===== config.mk =====
export PLATFORM = sky130hd
export DESIGN_NAME = rom_rd_ctrl
export DESIGN_NICKNAME = d
export VERILOG_FILES = /design/src/rtl/rom_rd_ctrl.sv
export SDC_FILE = /design/constraint.sdc
export NUM_CORES = 1
export LEC_CHECK = 0
export ABC_AREA = 1
export CAP_MARGIN = 5
export CORE_ASPECT_RATIO = 2
export CORE_MARGIN = 1.5
export CORE_UTILIZATION = 43
export CTS_CLUSTER_SIZE = 20
export DETAILED_ROUTE_END_ITERATION = 12
export PLACE_DENSITY = 0.79
export SKIP_LAST_GASP = 1
export SLEW_MARGIN = 10
export SYNTH_ARGS = -nofsm -noshare
export SYNTH_HDL_FRONTEND = slang
export SYNTH_SLANG_ARGS = --single-unit

===== constraint.sdc =====
create_clock -name clk -period 1.5 [get_ports clk]
set_input_delay 0.225 -clock clk [delete_from_list [all_inputs] [get_ports clk]]
set_output_delay 0.225 -clock clk [all_outputs]
set_load 0.02 [all_outputs]

===== src/rtl/rom_rd_ctrl.sv =====
module rom_rd_ctrl #(
  parameter int AW       = 18,
  parameter int DW       = 8,
  parameter int CLK_NS   = 10,
  parameter int T_ACC_NS = 55,
  parameter int T_OE_NS  = 30,
  parameter int T_DF_NS  = 30
) (
  input  logic          clk,
  input  logic          rst_n,
  input  logic          req,
  input  logic [AW-1:0] addr,
  output logic          busy,
  output logic [DW-1:0] rdata,
  output logic          rvalid,
  output logic [AW-1:0] rom_addr,
  output logic          rom_ce_n,
  output logic          rom_oe_n,
  input  logic [DW-1:0] rom_dq
);

  localparam int ACC_CYC  = (T_ACC_NS + CLK_NS - 1) / CLK_NS;
  localparam int OE_CYC   = (T_OE_NS + CLK_NS - 1) / CLK_NS;
  localparam int LEAD_NS  = (T_ACC_NS > T_OE_NS) ? (T_ACC_NS - T_OE_NS) : 0;
  localparam int LEAD_CYC = (LEAD_NS + CLK_NS - 1) / CLK_NS;
  localparam int REST_CYC = ACC_CYC - LEAD_CYC;
  localparam int OEPH_A   = (REST_CYC > OE_CYC) ? REST_CYC : OE_CYC;
  localparam int OEPH_CYC = (OEPH_A > 1) ? OEPH_A : 1;
  localparam int DF_CYC   = (T_DF_NS + CLK_NS - 1) / CLK_NS;
  localparam int MAX_AB   = (LEAD_CYC > OEPH_CYC) ? LEAD_CYC : OEPH_CYC;
  localparam int MAX_CYC  = (MAX_AB > DF_CYC) ? MAX_AB : DF_CYC;
  localparam int CW       = $clog2(MAX_CYC + 1);

  typedef enum logic [1:0] {ST_IDLE, ST_LEAD, ST_READ, ST_REL} st_t;

  st_t           st;
  logic [CW-1:0] cnt;
  logic [AW-1:0] a_q;
  logic [DW-1:0] d_q;
  logic          ce_q, oe_q, v_q;

  assign busy     = (st != ST_IDLE);
  assign rdata    = d_q;
  assign rvalid   = v_q;
  assign rom_addr = a_q;
  assign rom_ce_n = ce_q;
  assign rom_oe_n = oe_q;

  wire cnt_done = (cnt == '0);

  always_ff @(posedge clk or negedge rst_n) begin
    if (!rst_n) begin
      st   <= ST_IDLE;
      cnt  <= '0;
      a_q  <= '0;
      d_q  <= '0;
      ce_q <= 1'b1;
      oe_q <= 1'b1;
      v_q  <= 1'b0;
    end else begin
      v_q <= 1'b0;
      case (st)
        ST_IDLE: begin
          if (req) begin
            a_q  <= addr;
            ce_q <= 1'b0;
            if (LEAD_CYC == 0) begin
              st   <= ST_READ;
              oe_q <= 1'b0;
              cnt  <= CW'(OEPH_CYC - 1);
            end else begin
              st  <= ST_LEAD;
              cnt <= CW'(LEAD_CYC - 1);
            end
          end
        end
        ST_LEAD: begin
          if (cnt_done) begin
            st   <= ST_READ;
            oe_q <= 1'b0;
            cnt  <= CW'(OEPH_CYC - 1);
          end else begin
            cnt <= cnt - 1'b1;
          end
        end
        ST_READ: begin
          if (cnt_done) begin
            d_q  <= rom_dq;
            v_q  <= 1'b1;
            ce_q <= 1'b1;
            oe_q <= 1'b1;
            if (DF_CYC == 0) begin
              st <= ST_IDLE;
            end else begin
              st  <= ST_REL;
              cnt <= CW'(DF_CYC - 1);
            end
          end else begin
            cnt <= cnt - 1'b1;
          end
        end
        default: begin
          if (cnt_done) st <= ST_IDLE;
          else          cnt <= cnt - 1'b1;
        end
      endcase
    end
  end

endmodule


==> results of run 1 <==
per-stage QoR:
stage | instances | instance area (µm²) | setup TNS, ps
floorplan | 176 | 1490 | 0
global placement | 269 | 2150 | 0
detailed placement | 269 | 2150 | -10.5
CTS | 277 | 2260 | -49.3
global route | 277 | 2290 | -19.9
finish | 277 | 2290 | 0
layout by cell type, fill, tap and decap left out, drive strengths merged:
| cell type | netlist | layout |
|---|---|---|
| clkdlybuf4s50 | 0 | 44 |
| nand2 | 84 | 84 |
| clkbuf | 0 | 8 |
| dfrtp | 31 | 31 |
| dfstp | 2 | 2 |
| dlygate4sd2 | 0 | 3 |
| clkinvlp | 0 | 1 |
| o21ai | 5 | 5 |
| inv | 14 | 14 |
| bufinv | 0 | 1 |
| nor2 | 3 | 3 |
| buf | 5 | 8 |
| nand3 | 23 | 23 |
| ha | 8 | 8 |
| dlymetal6s2s | 0 | 10 |
what timing repair did:
action / CTS / global route
gates resized for setup: 4 / 14
setup buffers: 0 / 0
endpoints found under the setup margin: 4 / 31
where the power goes:
part | leakage, µW | internal [µW] | switching (µW)
sequential | 0.000406 | 1330 | 203
clock | 0.0000585 | 541 | 305
combinational | 0.000821 | 1150 | 1520
total | 0.00128 | 3030 | 2030
worst max-delay path by stage:
| stage | slack [ps] | end | from | cells past startpoint |
|---|---|---|---|---|
| 4_1_cts | -50 | busy | st[0] | 4 |
| 3_5_place_dp | -10 | busy | st[0] | 4 |
| 3_3_place_gp | 20 | busy | st[0] | 4 |
| 2_1_floorplan | 230 | busy | st[0] | 4 |
| 5_1_grt | -20 | rom_ce_n | st[0] | 6 |
| 6_report | 40 | rom_addr[8] | rom_addr[8] | 1 |
final cells by class:
class	count	area, µm²
multi-input combinational	123	577
inverter	15	60.1
clock inverter	1	30.0
tap	32	40.0
timing repair buffer	66	669
sequential	33	828
clock buffer	7	86.3
fill	276	1050
flip-flops by register name, summed over array words and instances (netlist names):
signal / cells
rdata: 8
rom_oe_n: 1
st: 2
rom_ce_n: 1
cnt: 2
rvalid: 1
rom_addr: 18
per-layer routing:
metal  global-route usage [%]  part of all wire (%)
met1                     20.7                    38
met2                     35.6                    57
met3                     5.42                   3.7
met4                     8.54                   1.9
met5                        0                     0
cell families after synthesis:
family	Yosys count	synth area share [%]
buf+inv	20	5.97
simple gates	110	30.0
compound gates	5	1.68
flops	33	55.6
fa+ha+maj	8	6.72
==> summary.txt, run 1 <==
outcome: finished with violations
failing checks: DRC
skew final: 5.06 ps
delay-heaviest family, CP: buffers and inverters
largest net degree at the start of global routing: 34
ys flop type: dfrtp_1
Post-synth EDFFs: 0
IO Port Bufs: 58
post-synthesis sequential element count: 33
DRC: 6
chip width: 44.6 µm
DRT Pass-1 Iters: 10
Worst-Skew Late Latency: 280 ps
Leak Pwr: 0.00128 µW
power density cells: 2210 nW/µm²
1st-iter DRT viols: 16
CTS Buf Count: 5
vias in the first global route: 1259
CP startpoint kind: flip-flop
standard-cell row count: 30
Root Driver: clkbuf_8
initial core utilization: 44.6%
chip height: 86.2 µm
critical path's slowest cell: clkdlybuf4s50_1
share of cells above drive strength 1: 8.57%
Routed WL: 3.40 mm
Top Ports: 59
Yosys top cell by area: dfrtp_1
Post-synth top cells: nand2_1 (82), dfrtp_1 (31), nand3_1 (23)
CTS sink count: 33
max cap viols: 0
synth top area cells: dfrtp_1 (52%), nand2_1 (21%), nand3_1 (7.7%)
Hold Vio Cnt, Final: 0
Distinct cells, synth: 12
Clk pin slew, worst setup/hold paths: 70 ps
Reg-to-Reg Start: st[0]
Min Hold Slack: 310 ps
Final period util: 97.2%
syn_nets: 213
CP endpoint kind: primary output
routed len/inst: 12.3 µm
synthesis-to-finish area growth: 53.9%
RSZ-0062 raised after global routing: true
first-pass GRT wire length: 5.59 mm
worst slew pin tran: 268 ps
Detail Route Antenna Nets: 0
Crit Path Category: flip-flop to primary output
Net count, final: 281
area of the mapped netlist: 1490 µm²
Post-synth ARST share: 100%
worst r2r path cells: 8
Relative slew margins: 82.1%
die area: 3850 µm²
crit-path cells: clkdlybuf4s50_1
drt via density: 4.75
Tot GR Track Use: 20.0%
fin util: 68.6%
Synth top area share: 52.1%
count leader, synth: nand2_1
# hold bufs at CTS: 0
Tot Pwr: 5050 µW
worst min-delay path category: input port to asynchronous set/reset pin
Seq/Total Area, Yosys: 55.6%
Syn Inst Count: 176
mean post-synth cell area: 8.46 µm²
dpl ws: -10.5 ps
peak supply drop: 1.52 mV
ANT cells: 0
worst stage delay on the critical path: 610 ps
Worst R2R Setup Slack: 130 ps
via count: 1315
area of the core: 3340 µm²
maximum clock path buffer count: 2
initial antenna violation count: 0
total grt overflow: 0
TritonCTS clock tree: yes
YS warnings: 0
Slew Limit Fails: 0
fmax: 0.686 GHz
final setup margin: 41.6 ps
CP arrival: 1230 ps
crit path time final: 1460 ps
Crit Path Max Fanout: 2
critical path data required time: 1270 ps
WP buf/inv: 1
H-tree depth: 2
final setup fails: 0
hpwl dp: 2.50 mm
FF-to-FF End: st[1]
GPL Wtd Cong: 0.812
(Power assumes the default switching activity.)
==> inputs of run 2 (changes only) <==
--- a/config.mk
+++ b/config.mk
@@ -8,11 +8,11 @@
 export ABC_AREA = 1
 export CAP_MARGIN = 5
 export CORE_ASPECT_RATIO = 2
-export CORE_MARGIN = 1.5
-export CORE_UTILIZATION = 43
+export CORE_UTILIZATION = 44
+export CTS_BUF_LIST = sky130_fd_sc_hd__clkbuf_4
 export CTS_CLUSTER_SIZE = 20
 export DETAILED_ROUTE_END_ITERATION = 12
-export PLACE_DENSITY = 0.79
+export PLACE_DENSITY = 0.81
 export SKIP_LAST_GASP = 1
 export SLEW_MARGIN = 10
 export SYNTH_ARGS = -nofsm -noshare
==> summary.txt, run 2 (same netlist as run 1, synthesis figures left out) <==
via count: 1359 (+3.3%)
peak supply drop: 1.25 mV (-18%)
Top Ports: 59 (unchanged)
RSZ-0062 raised after global routing: true
# hold bufs at CTS: 0 (unchanged)
Post-DP Area: 2160 µm² (+0.29%)
Relative slew margins: 80.9% (-1.2 points)
final instance area: 2170 µm² (-5.1%)
DRC: 0 (-6)
largest net degree at the start of global routing: 34 (unchanged)
final setup margin: 57.6 ps (+16.0 ps)
die area: 3630 µm² (-5.5%)
CP startpoint kind: flip-flop
Detail Route Antenna Nets: 0 (unchanged)
skew final: 4.05 ps (-1.01 ps)
total grt overflow: 0 (unchanged)
Worst-Skew Late Latency: 320 ps (+40 ps)
TritonCTS clock tree: yes
fmax: 0.693 GHz (+1.1%)
Routed WL: 3.51 mm (+3.3%)
Tot Pwr: 4510 µW (-11%)
Layout fillers: 291 (+5.4%)
routed len/inst: 12.7 µm (+3.3%)
max cap viols: 0 (unchanged)
commonest non-fill, non-tap cell in the layout: nand2_1
chip height: 84.3 µm (-2.3%)
1st-iter DRT viols: 27 (+11)
Net count, final: 282 (+0.36%)
initial antenna violation count: 0 (unchanged)
H-tree depth: 2 (unchanged)
hpwl dp: 2.70 mm (+8.2%)
standard-cell row count: 29 (-3.3%)
DRT Pass-1 Iters: 4 (-6)
ANT cells: 0 (unchanged)
Slew Limit Fails: 0 (unchanged)
commonest non-fill, non-tap cells in the layout: nand2_1 (82), dfrtp_1 (31), dlygate4sd2_1 (29)
synthesis-to-finish area growth: 46.0%
final setup fails: 0 (unchanged)
Root Driver: clkbuf_4
share of cells above drive strength 1: 8.13% (-0.44 points)
GPL Wtd Cong: 0.810 (-0.21%)
Worst R2R Setup Slack: 110 ps (-20 ps)
Crit Path Category: flip-flop to primary output
Tot GR Track Use: 21.0% (+1.0 points)
worst min-delay path category: input port to asynchronous set/reset pin
Hold Vio Cnt, Final: 0 (unchanged)
vias in the first global route: 1310 (+4.1%)
worst r2r path cells: 7 (-1)
CP arrival: 1220 ps (about the same)
critical path data required time: 1270 ps (about the same)
sequential cell area: 828 µm² (unchanged)
chip width: 43.1 µm (-3.3%)
CTS Buf Count: 5 (unchanged)
first-pass GRT wire length: 5.82 mm (+4.1%)
Final period util: 96.2% (-1.1 points)
fin util: 68.1% (-0.51 points)
maximum clock path buffer count: 2 (unchanged)
Crit Path Max Fanout: 2 (unchanged)
Leak Pwr: 0.00121 µW (-5.8%)
dpl ws: -9.65 ps (+0.896 ps)
CP endpoint kind: primary output
area of the multi-input gates: 577 µm² (unchanged)
IO Port Bufs: 58 (unchanged)
outcome: complete, no violations
power density cells: 2070 nW/µm² (-6.0%)
CTS sink count: 33 (unchanged)
worst slew pin tran: 285 ps (+17.3 ps)
initial core utilization: 46.6% (+2.1 points)
max reg flops: 18 (unchanged)
Clk pin slew, worst setup/hold paths: 90 ps (+20 ps)
drt via density: 4.91 (+3.3%)
area of the core: 3190 µm² (-4.4%)
crit path time final: 1440 ps (-16.0 ps)
==> run 2: worst max-delay path, cell delays in order, from the launching register on <==
cell	delay, ps
dfrtp_1	370
inv_1	60
ha_1	210
inv_1	80
clkbuf_2	170
==> run 2: report_power, final <==
| part | switching, µW | internal [µW] |
|---|---|---|
| combinational | 1550 | 958 |
| sequential | 212 | 1330 |
| clock | 284 | 169 |
| total | 2050 | 2460 |
==> run 2: final timing paths <==
check,from,end
setup / recovery,st[0],busy
hold / removal,rst_n,rom_addr[13]
setup reg to reg,st[0],rdata[3]
hold reg to reg,rom_addr[1],rom_addr[1]
max in group asynchronous,rst_n,rom_oe_n
min in group clk,rom_dq[0],rdata[0]
==> run 2: layout make-up <==
class | instances | area share [%]
multi-input combinational | 123 | 26.5
timing repair buffer | 67 | 28.7
inverter | 15 | 2.59
clock buffer | 5 | 1.73
clock inverter | 3 | 0.576
tap | 31 | 1.78
sequential | 33 | 38.1
==> run 2: timing repair <==
action / CTS / global route
gates cloned: 0 / 0
setup buffers: 0 / 0
endpoints found under the setup margin: 31 / 4
resized for setup: 31 / 3
==> run 2: routing by layer <==
metal  GRT usage [%]  share of wire [%]
met4            11.3                4.0
met3            4.73                4.1
met2            36.2                 55
met1            22.6                 37
met5               0                  0
==> run 2: per-stage QoR <==
stage / hold WS, ps / cells / setup TNS, ps
3_5_place_dp: 457 / 269 / -17.9
6_report: 257 / 277 / 0
4_1_cts: 243 / 277 / -111
2_1_floorplan: -70.6 / 176 / 0
3_3_place_gp: 452 / 269 / 0
5_1_grt: 267 / 277 / -8.74
==> inputs of run 3 (changes only) <==
==> constraint.sdc (replaced) <==
create_clock -name clk -period 1.5 [get_ports clk]
set_input_delay 0.45 -clock clk [delete_from_list [all_inputs] [get_ports clk]]
set_output_delay 0.45 -clock clk [all_outputs]
set_load 0.02 [all_outputs]
==> summary.txt, run 3 (same netlist as run 1, synthesis figures left out) <==
outcome: finished with violations
failing checks: setup timing
Relative slew margins: 84.4% (+3.4 points)
P_sw: 2130 µW (+3.8%)
H-tree depth: 2 (unchanged)
area of the core: 3190 µm² (unchanged)
skew final: 3.71 ps (-0.348 ps)
Combinational Power Share: 55.0% (-0.7 points)
TritonCTS clock tree: yes
CTS sink count: 33 (unchanged)
1st-iter DRT viols: 22 (-19%)
RSZ-0062 raised after global routing: true
routed len/inst: 13.5 µm (+6.4%)
Tot Pwr: 4910 µW (+9.1%)
worst min-delay path category: input port to asynchronous set/reset pin
Hold Vio Cnt, Final: 0 (unchanged)
fin cells: 282 (+1.8%)
initial core utilization: 46.6% (unchanged)
drt via density: 5.03 (+2.5%)
Crit Path Category: flip-flop to primary output
Detail Route Antenna Nets: 0 (unchanged)
peak supply drop: 1.41 mV (+13%)
maximum clock path buffer count: 2 (unchanged)
largest net degree at the start of global routing: 34 (unchanged)
critical path's slowest cell: dfrtp_1
vias in the first global route: 1367 (+4.4%)
chip height: 84.3 µm (unchanged)
Levels on crit path: 4 (unchanged)
DRC: 0 (unchanged)
commonest non-fill, non-tap cell in the layout: nand2_1
Leak Pwr: 0.00120 µW (-1.2%)
Post-DP Area: 2180 µm² (+1.3%)
final setup margin: -47.5 ps (-105 ps)
CP arrival: 1100 ps (-120 ps)
hpwl dp: 2.78 mm (+2.8%)
Top Ports: 59 (unchanged)
Tot GR Track Use: 22.3% (+1.4 points)
total grt overflow: 0 (unchanged)
Worst-Skew Late Latency: 330 ps (about the same)
synthesis-to-finish area growth: 49.5%
Slew Limit Fails: 0 (unchanged)
clock power share: 13.4% (+3.3 points)
IO Port Bufs: 58 (unchanged)
Switching Share: 43.3% (-2.2 points)
ANT cells: 0 (unchanged)
GPL Wtd Cong: 0.846 (+4.4%)
initial antenna violation count: 0 (unchanged)
final instance area: 2230 µm² (+2.4%)
chip width: 43.1 µm (unchanged)
most used cell, CP: inv_2
Min Hold Slack: 478 ps (+221 ps)
via count: 1418 (+4.3%)
WP buf/inv: 3 (unchanged)
Cells after DPL: 271 (+0.74%)
final setup fails: 1 (+1)
setup_tns: -47.5 ps (-47.5 ps)
Layout fillers: 246 (-15%)
crit path time final: 1550 ps (+105 ps)
standard-cell row count: 29 (unchanged)
max reg flops: 18 (unchanged)
worst stage delay on the critical path: 400 ps (+30 ps)
critical path data required time: 1050 ps (-220 ps)
worst slew pin tran: 233 ps (-51.9 ps)
max cap viols: 0 (unchanged)
Clk pin slew, worst setup/hold paths: 100 ps (about the same)
fmax: 0.646 GHz (-6.8%)
CP startpoint kind: flip-flop
share of cells above drive strength 1: 17.9% (+9.8 points)
cell internal pwr: 2790 µW (+13%)
Net count, final: 287 (+1.8%)
sequential share of power: 31.5% (-2.7 points)
first-pass GRT wire length: 6.19 mm (+6.4%)
power density cells: 2210 nW/µm² (+6.5%)
worst r2r path cells: 7 (unchanged)
commonest non-fill, non-tap cells in the layout: nand2_1 (82), dfrtp_1 (31), clkdlybuf4s50_1 (28)
Routed WL: 3.81 mm (+8.3%)
crit-path cells: inv_2, ha_4, inv_2, buf_6
die area: 3630 µm² (unchanged)
Final period util: 103% (+7.0 points)
delay-heaviest family, CP: flip-flops
CP endpoint kind: primary output
CTS Buf Count: 5 (unchanged)
Root Driver: clkbuf_4
Crit Path Max Fanout: 2 (unchanged)
DRT Pass-1 Iters: 4 (unchanged)
run 3: cell types whose count changed in the layout (fill, tap and decap cells not counted), moves of 3 or more:
cell and delta:
inv_1 -3, clkbuf_2 +12, inv_2 +3, clkdlybuf4s15_1 +14, buf_4 +6, dlygate4sd2_1 -29
run 3: worst register-to-register path, cell delays in order (launching register included):
cell	delay [ps]
dfrtp_1	400
buf_4	130
buf_4	140
ha_1	210
nand2_2	90
clkinv_1	210
nand2_1	130
nand2_1	60
run 3: routing by layer:
layer | vias to the layer above | wire, µm | track usage (%)
li1 | 690 | - | -
met1 | 678 | 1470 | 25.6
met2 | 38 | 2040 | 38.0
met3 | 12 | 147 | 4.95
met4 | 0 | 144 | 10.5
met5 | - | 0 | 0
run 3: stage by stage:
| step | utilization [%] | setup WS, ps |
|---|---|---|
| floorplan | - | 4.09 |
| global placement | 68.4 | -182 |
| detailed placement | 68.4 | -210 |
| CTS | 70.2 | -231 |
| global route | 69.7 | -96.6 |
| finish | 69.7 | -47.5 |
run 3: cell type report:
class	instances	area (µm²)	share of cell area, %
Inverter	15	56.3	2.53
Sequential cell	33	828	37.2
Tap cell	31	38.8	1.74
Multi-Input combinational cell	123	584	26.3
Clock buffer	6	45.0	2.02
Timing Repair Buffer	72	639	28.7
Clock inverter	2	33.8	1.52
run 3: timing repair:
| action | 4_1_cts | 5_1_grt |
|---|---|---|
| endpoints found under the hold margin | 0 | 0 |
| pin swaps | 0 | 1 |
| buffers inserted | 0 | 4 |
| resized for setup | 56 | 32 |
| hold buffers | 0 | 0 |
| endpoints found under the setup margin | 30 | 26 |
run 3: final timing paths:
kind / from / endpoint / slack [ps]
max: st[1] / busy / -50
min: rst_n / rom_addr[13] / 480
max reg2reg: st[1] / rdata[6] / 30
min reg2reg: rom_addr[0] / rom_addr[0] / 480
max in group asynchronous: rst_n / rom_oe_n / 770
min in group clk: rom_addr[0] / rom_addr[0] / 480
run 3: power groups by stage:
| stage | logic, µW | registers (µW) | clock network (µW) |
|---|---|---|---|
| 2_1_floorplan | 1080 | 2020 | 0 |
| 3_3_place_gp | 2780 | 1550 | 0 |
| 3_5_place_dp | 2850 | 1570 | 0 |
| 4_1_cts | 2640 | 1550 | 668 |
| 5_1_grt | 2980 | 1600 | 711 |
| 6_report | 2700 | 1550 | 660 |
